### config.mk
export PLATFORM = sky130hd
export DESIGN_NAME = dram_refresh_sched
export DESIGN_NICKNAME = d
export VERILOG_FILES = /design/src/rtl/ref_pkg.sv /design/src/rtl/ref_ivl_timer.sv /design/src/rtl/ref_busy_ctr.sv /design/src/rtl/ref_row_ctr.sv /design/src/rtl/dram_refresh_sched.sv
export SDC_FILE = /design/constraint.sdc
export NUM_CORES = 1
export LEC_CHECK = 0
export BUFFER_PORTS_ARGS = -buffer_cell sky130_fd_sc_hd__buf_2
export CAP_MARGIN = 20
export CORE_MARGIN = 4
export CORE_UTILIZATION = 50
export DETAILED_ROUTE_END_ITERATION = 16
export HOLD_SLACK_MARGIN = 0.1
export PLACE_DENSITY_LB_ADDON = 0.08
export SYNTH_ARGS = -nofsm -noshare
export SYNTH_HDL_FRONTEND = slang
export SYNTH_SLANG_ARGS = --single-unit
### constraint.sdc
create_clock -name clk_i -period 2.29 [get_ports clk_i]
set_input_delay 0 -clock clk_i [delete_from_list [all_inputs] [get_ports clk_i]]
set_output_delay 0 -clock clk_i [all_outputs]
set_load 0.02 [all_outputs]
### src/rtl/ref_pkg.sv
package ref_pkg;
  function automatic int unsigned blk_cycles(int unsigned rows, int unsigned row_cyc);
    return rows * row_cyc;
  endfunction
endpackage

### src/rtl/ref_ivl_timer.sv
module ref_ivl_timer #(
  parameter int unsigned IVL_CYC = 6240
) (
  input  logic clk_i,
  input  logic rst_ni,
  output logic tick_o
);
  localparam int unsigned CW = (IVL_CYC > 1) ? $clog2(IVL_CYC) : 1;
  localparam logic [CW-1:0] LAST = CW'(IVL_CYC - 1);

  logic [CW-1:0] cnt_q;

  assign tick_o = (cnt_q == LAST);

  always_ff @(posedge clk_i or negedge rst_ni) begin
    if (!rst_ni)     cnt_q <= '0;
    else if (tick_o) cnt_q <= '0;
    else             cnt_q <= cnt_q + 1'b1;
  end
endmodule

### src/rtl/ref_busy_ctr.sv
module ref_busy_ctr #(
  parameter int unsigned BLK_CYC = 256
) (
  input  logic clk_i,
  input  logic rst_ni,
  input  logic load_i,
  output logic busy_o
);
  localparam int unsigned BW = $clog2(BLK_CYC + 1);
  localparam logic [BW-1:0] LOADV = BW'(BLK_CYC);

  logic [BW-1:0] cnt_q;

  assign busy_o = (cnt_q != '0);

  always_ff @(posedge clk_i or negedge rst_ni) begin
    if (!rst_ni)     cnt_q <= '0;
    else if (load_i) cnt_q <= LOADV;
    else if (busy_o) cnt_q <= cnt_q - 1'b1;
  end
endmodule

### src/rtl/ref_row_ctr.sv
module ref_row_ctr #(
  parameter int unsigned ROWS_PER_BANK = 65536,
  parameter int unsigned ROW_STEP      = 8,
  localparam int unsigned RW = $clog2(ROWS_PER_BANK)
) (
  input  logic          clk_i,
  input  logic          rst_ni,
  input  logic          adv_i,
  output logic [RW-1:0] row_o
);
  logic [RW:0] sum;

  assign sum = {1'b0, row_o} + (RW+1)'(ROW_STEP);

  always_ff @(posedge clk_i or negedge rst_ni) begin
    if (!rst_ni) row_o <= '0;
    else if (adv_i) begin
      if (sum >= (RW+1)'(ROWS_PER_BANK)) row_o <= '0;
      else                               row_o <= sum[RW-1:0];
    end
  end
endmodule

### src/rtl/dram_refresh_sched.sv
module dram_refresh_sched
  import ref_pkg::*;
#(
  parameter int unsigned IVL_CYC       = 6240,
  parameter int unsigned ROWS_PER_BANK = 65536,
  parameter int unsigned ROWS_PER_CMD  = 8,
  parameter int unsigned ROW_CYC       = 32,
  parameter int unsigned PEND_MAX      = 8,
  localparam int unsigned RW = $clog2(ROWS_PER_BANK)
) (
  input  logic          clk_i,
  input  logic          rst_ni,
  input  logic          sched_idle_i,
  output logic          ref_cmd_o,
  output logic [RW-1:0] ref_row_o,
  output logic          busy_o
);
  localparam int unsigned BLK_CYC = blk_cycles(ROWS_PER_CMD, ROW_CYC);
  localparam int unsigned PW = $clog2(PEND_MAX + 1);
  localparam logic [PW-1:0] PMAX = PW'(PEND_MAX);

  logic          tick;
  logic          issue;
  logic [PW-1:0] pend_q;
  logic [PW-1:0] pend_d;

  ref_ivl_timer #(.IVL_CYC(IVL_CYC)) u_timer (
    .clk_i (clk_i),
    .rst_ni(rst_ni),
    .tick_o(tick)
  );

  ref_busy_ctr #(.BLK_CYC(BLK_CYC)) u_busy (
    .clk_i (clk_i),
    .rst_ni(rst_ni),
    .load_i(issue),
    .busy_o(busy_o)
  );

  ref_row_ctr #(.ROWS_PER_BANK(ROWS_PER_BANK), .ROW_STEP(ROWS_PER_CMD)) u_row (
    .clk_i (clk_i),
    .rst_ni(rst_ni),
    .adv_i (ref_cmd_o),
    .row_o (ref_row_o)
  );

  assign issue = (pend_q != '0) && sched_idle_i && !busy_o;

  always_comb begin
    pend_d = pend_q;
    unique case ({tick, issue})
      2'b10:   if (pend_q != PMAX) pend_d = pend_q + 1'b1;
      2'b01:   pend_d = pend_q - 1'b1;
      default: pend_d = pend_q;
    endcase
  end

  always_ff @(posedge clk_i or negedge rst_ni) begin
    if (!rst_ni) begin
      pend_q    <= '0;
      ref_cmd_o <= 1'b0;
    end else begin
      pend_q    <= pend_d;
      ref_cmd_o <= issue;
    end
  end
endmodule

==> impl_metrics.csv <==
group,metric,value,unit
outcome,status,"completed",
drt,wl_per_cell,14.0,um
floorplan,start_util,53.3,%
clocking,cts.clk_slew.worst_paths,0.08,ns
floorplan,die_w,71.4,um
timing,worst_pin_slew,0.858,ns
timing,rsz0062_at_grt,"true",
floorplan,core_area,3770,um^2
final_layout,n_fill_cell,317,
final_layout,nets,225,
worst_setup_path,worstPathMaxFanout,4,
timing,hold_viol,0,
final_layout,drive_gt1_share,23.3,%
floorplan,num_rows,22,
global_routing,grt_remaining_overflow,0,
drt,drt_pre_antenna_iters,4,
clocking,cts_sinks,40,
clocking,tritoncts,"done",
timing,maxSlewViolCount,0,
final_layout,n_antenna_cell,0,
place,io_buffers,17,
worst_setup_path,crit_arrival,2.48,ns
floorplan,dieArea,5090,um^2
timing,slew_headroom,42.8,%
timing,hold_slack,0.171,ns
power,irDropWorstVdd,0.455,mV
logic_synthesis,synth-warning-count,0,
floorplan,die_height,71.4,um
clocking,cts_root_buf,"clkbuf_8",
drt,drc_errors,0,
timing,timing.final.crit_share,98.4,%
clocking,htree_levels,2,
timing,setup_viol,0,
worst_setup_path,r2r_start,"u_busy.cnt_q[6]",
logic_synthesis,synth.distinct_cells,44,
timing,min_period,2.25,ns
place,dp.final_hpwl,2580,um
drt,wl,3730,um
worst_setup_path,r2r_setup_slack,0.04,ns
place,dpl_worst_slack,0.0394,ns
clocking,cts-buffers-inserted,5,
worst_setup_path,worstPathRequired,2.51,ns
global_routing,antenna_found_initial,0,
logic_synthesis,async_reset_ff_share,100,%
clocking,clk_path_buf_depth,2,
logic_synthesis,synth_edf_count,0,
worst_setup_path,critical_path.endpoint_type,"flop",
drt,dr_total_vias,1450,
global_routing,grt_pass1_vias,1415,
timing,fin_skew,0.0100,ns
min_path,min_to,"ref_cmd_o",
global_routing,grt_pass1_wl,6390,um
logic_synthesis,synth_area_leader_cell,"dfrtp_1",
worst_setup_path,critPathLaunchType,"flop",
logic_synthesis,synth_seq_cells,40,
clocking,clock_latency,0.30,ns
place,place.gp.congestion,0.832,
worst_setup_path,worstSetupPathType,"flop to flop",
drt,vias_per_cell,5.43,
min_path,hp-class,"primary input to flop",
drt,ant_nets,0,
logic_synthesis,syn_area,2010,um^2
logic_synthesis,netlist_top_cells_area,"dfrtp_1, xor2_1, xnor2_1",
floorplan,num_io_pins,21,
flow_run,maxCapViolCount,0,
min_path,min_path_cells,4,
logic_synthesis,yosysSeqAreaShare,49.8,%
power,p_leak,1.09,nW
logic_synthesis,synth_top_flop_cell,"dfrtp_1",
global_routing,gr-usage-all-layers,15.7,%
logic_synthesis,synthCells,190,
min_path,hold_start,"sched_idle_i",
final_layout,multi_input_area,978,um^2
final_layout,area_delta_synth_final,17.3,%
global_routing,grt_max_degree,41,
worst_setup_path,rr_endpoint,"pend_q[2]",
power,powerDensity,862,nW/um^2
power,p_total,2.03,mW
timing,max_freq,444,MHz
drt,drt_first_iter_violations,68,
worst_setup_path,r2r_cells,9,
timing,worst_slack,0.0358,ns
final_layout,regArea,1000,um^2
logic_synthesis,syn_area_per_cell,10.6,um^2
logic_synthesis,yosys.area.top_type_share,49.8,%
registers in the layout, indices dropped and copies added (netlist names):
signal / count
u_row.row_o: 13
u_busy.cnt_q: 9
ref_cmd_o: 1
pend_q: 4
u_timer.cnt_q: 13
metal layers:
layer / share of wire [%] / track usage [%] / up-vias / wire (um)
met5: 0 / 0 / - / 0
met4: 1.8 / 6.47 / 0 / 69
met3: 4.2 / 5.05 / 8 / 158
met2: 49 / 24.4 / 29 / 1830
met1: 45 / 20.1 / 700 / 1670
li1: - / - / 713 / -
area by class of cell:
class                   instances  share of cell area, %
multi-input cells             138                   41.6
flip-flops and latches         40                   42.7
clock inverters                 2                   1.65
inverters                       6                   1.17
repair buffers                 27                   6.91
well taps                      48                   2.55
clock buffers                   6                   3.51
power by group:
part           switching, mW  internal [mW]
logic                  0.194          0.226
clock network          0.253          0.356
registers              0.175          0.826
total                  0.622           1.41
kinds of logic after synthesis:
kind of cell | Yosys count | share of synthesized area, %
flops | 40 | 49.8
buf+inv | 14 | 3.93
xor+xnor | 27 | 11.8
mux | 5 | 2.74
simple gates | 83 | 22.7
fa+ha+maj | 4 | 2.49
compound gates | 16 | 6.36
other cells | 1 | 0.187
cell usage in the layout (no fill, tap or decap), types with 2 or more instances in the layout:
cell      count
a21oi_1       2
xor2_1       16
buf_4         9
ha_1          2
o21ai_0       3
dfrtp_2       3
conb_1        3
nand3b_1      3
nand3_1       9
xnor2_1      11
clkbuf_8      6
mux2i_1       4
nor3_1        5
o21ai_1       2
nand4_1       8
nand2_1      17
nor2_1       22
dfrtp_1      37
inv_1         5
buf_2        17
ha_2          2
synth_stat cells (2+ instances only):
library cell,instances
dfrtp_1,40
nor2_1,22
nand2_1,17
xor2_1,16
xnor2_1,11
nand3_1,9
nand4_1,8
nor3_1,6
inv_1,5
o21ai_0,5
ha_1,4
mux2i_1,4
buf_4,3
nand3b_1,3
a21oi_1,2
and3_1,2
and4_1,2
and4b_1,2
buf_2,2
clkbuf_1,2
nor4_1,2
critical path, cell delays in order (launching register included):
cell     delay, ns
dfrtp_2       0.44
nor4_4        0.30
and4b_2       0.32
inv_6         0.07
nor3_4        0.13
xor2_1        0.18
ha_2          0.22
nand4_1       0.11
o32a_1        0.35
o21ai_1       0.07
how the worst max path moves through the flow:
stage | start | end | slack, ns | cells past startpoint
floorplan | u_timer.cnt_q[0] | pend_q[2] | 0.01 | 12
global placement | u_busy.cnt_q[5] | pend_q[2] | 0.14 | 10
detailed placement | u_busy.cnt_q[4] | pend_q[2] | 0.04 | 10
CTS | u_busy.cnt_q[4] | pend_q[2] | 0.005 | 10
global route | u_busy.cnt_q[6] | pend_q[2] | -0.08 | 10
finish | u_busy.cnt_q[6] | pend_q[2] | 0.04 | 9
per-stage QoR:
| stage | instance area (um^2) | std cells | utilization [%] | TNS, ns |
|---|---|---|---|---|
| after floorplan | 2040 | 192 | - | 0 |
| after global placement | 2170 | 254 | 57.4 | 0 |
| after detailed placement | 2170 | 254 | 57.4 | 0 |
| after CTS | 2300 | 263 | 60.9 | 0 |
| after global routing | 2350 | 267 | 62.4 | -0.0806 |
| final | 2350 | 267 | 62.4 | 0 |
timing repair:
item                                    4_1_cts  5_1_grt
setup buffers                                 0        4
hold buffers                                  1        0
endpoints found under the setup margin        0        3
resized for setup                             0       10
hold endpoints to repair                     40        0
No activity file was read; power rests on OpenSTA's default activity.
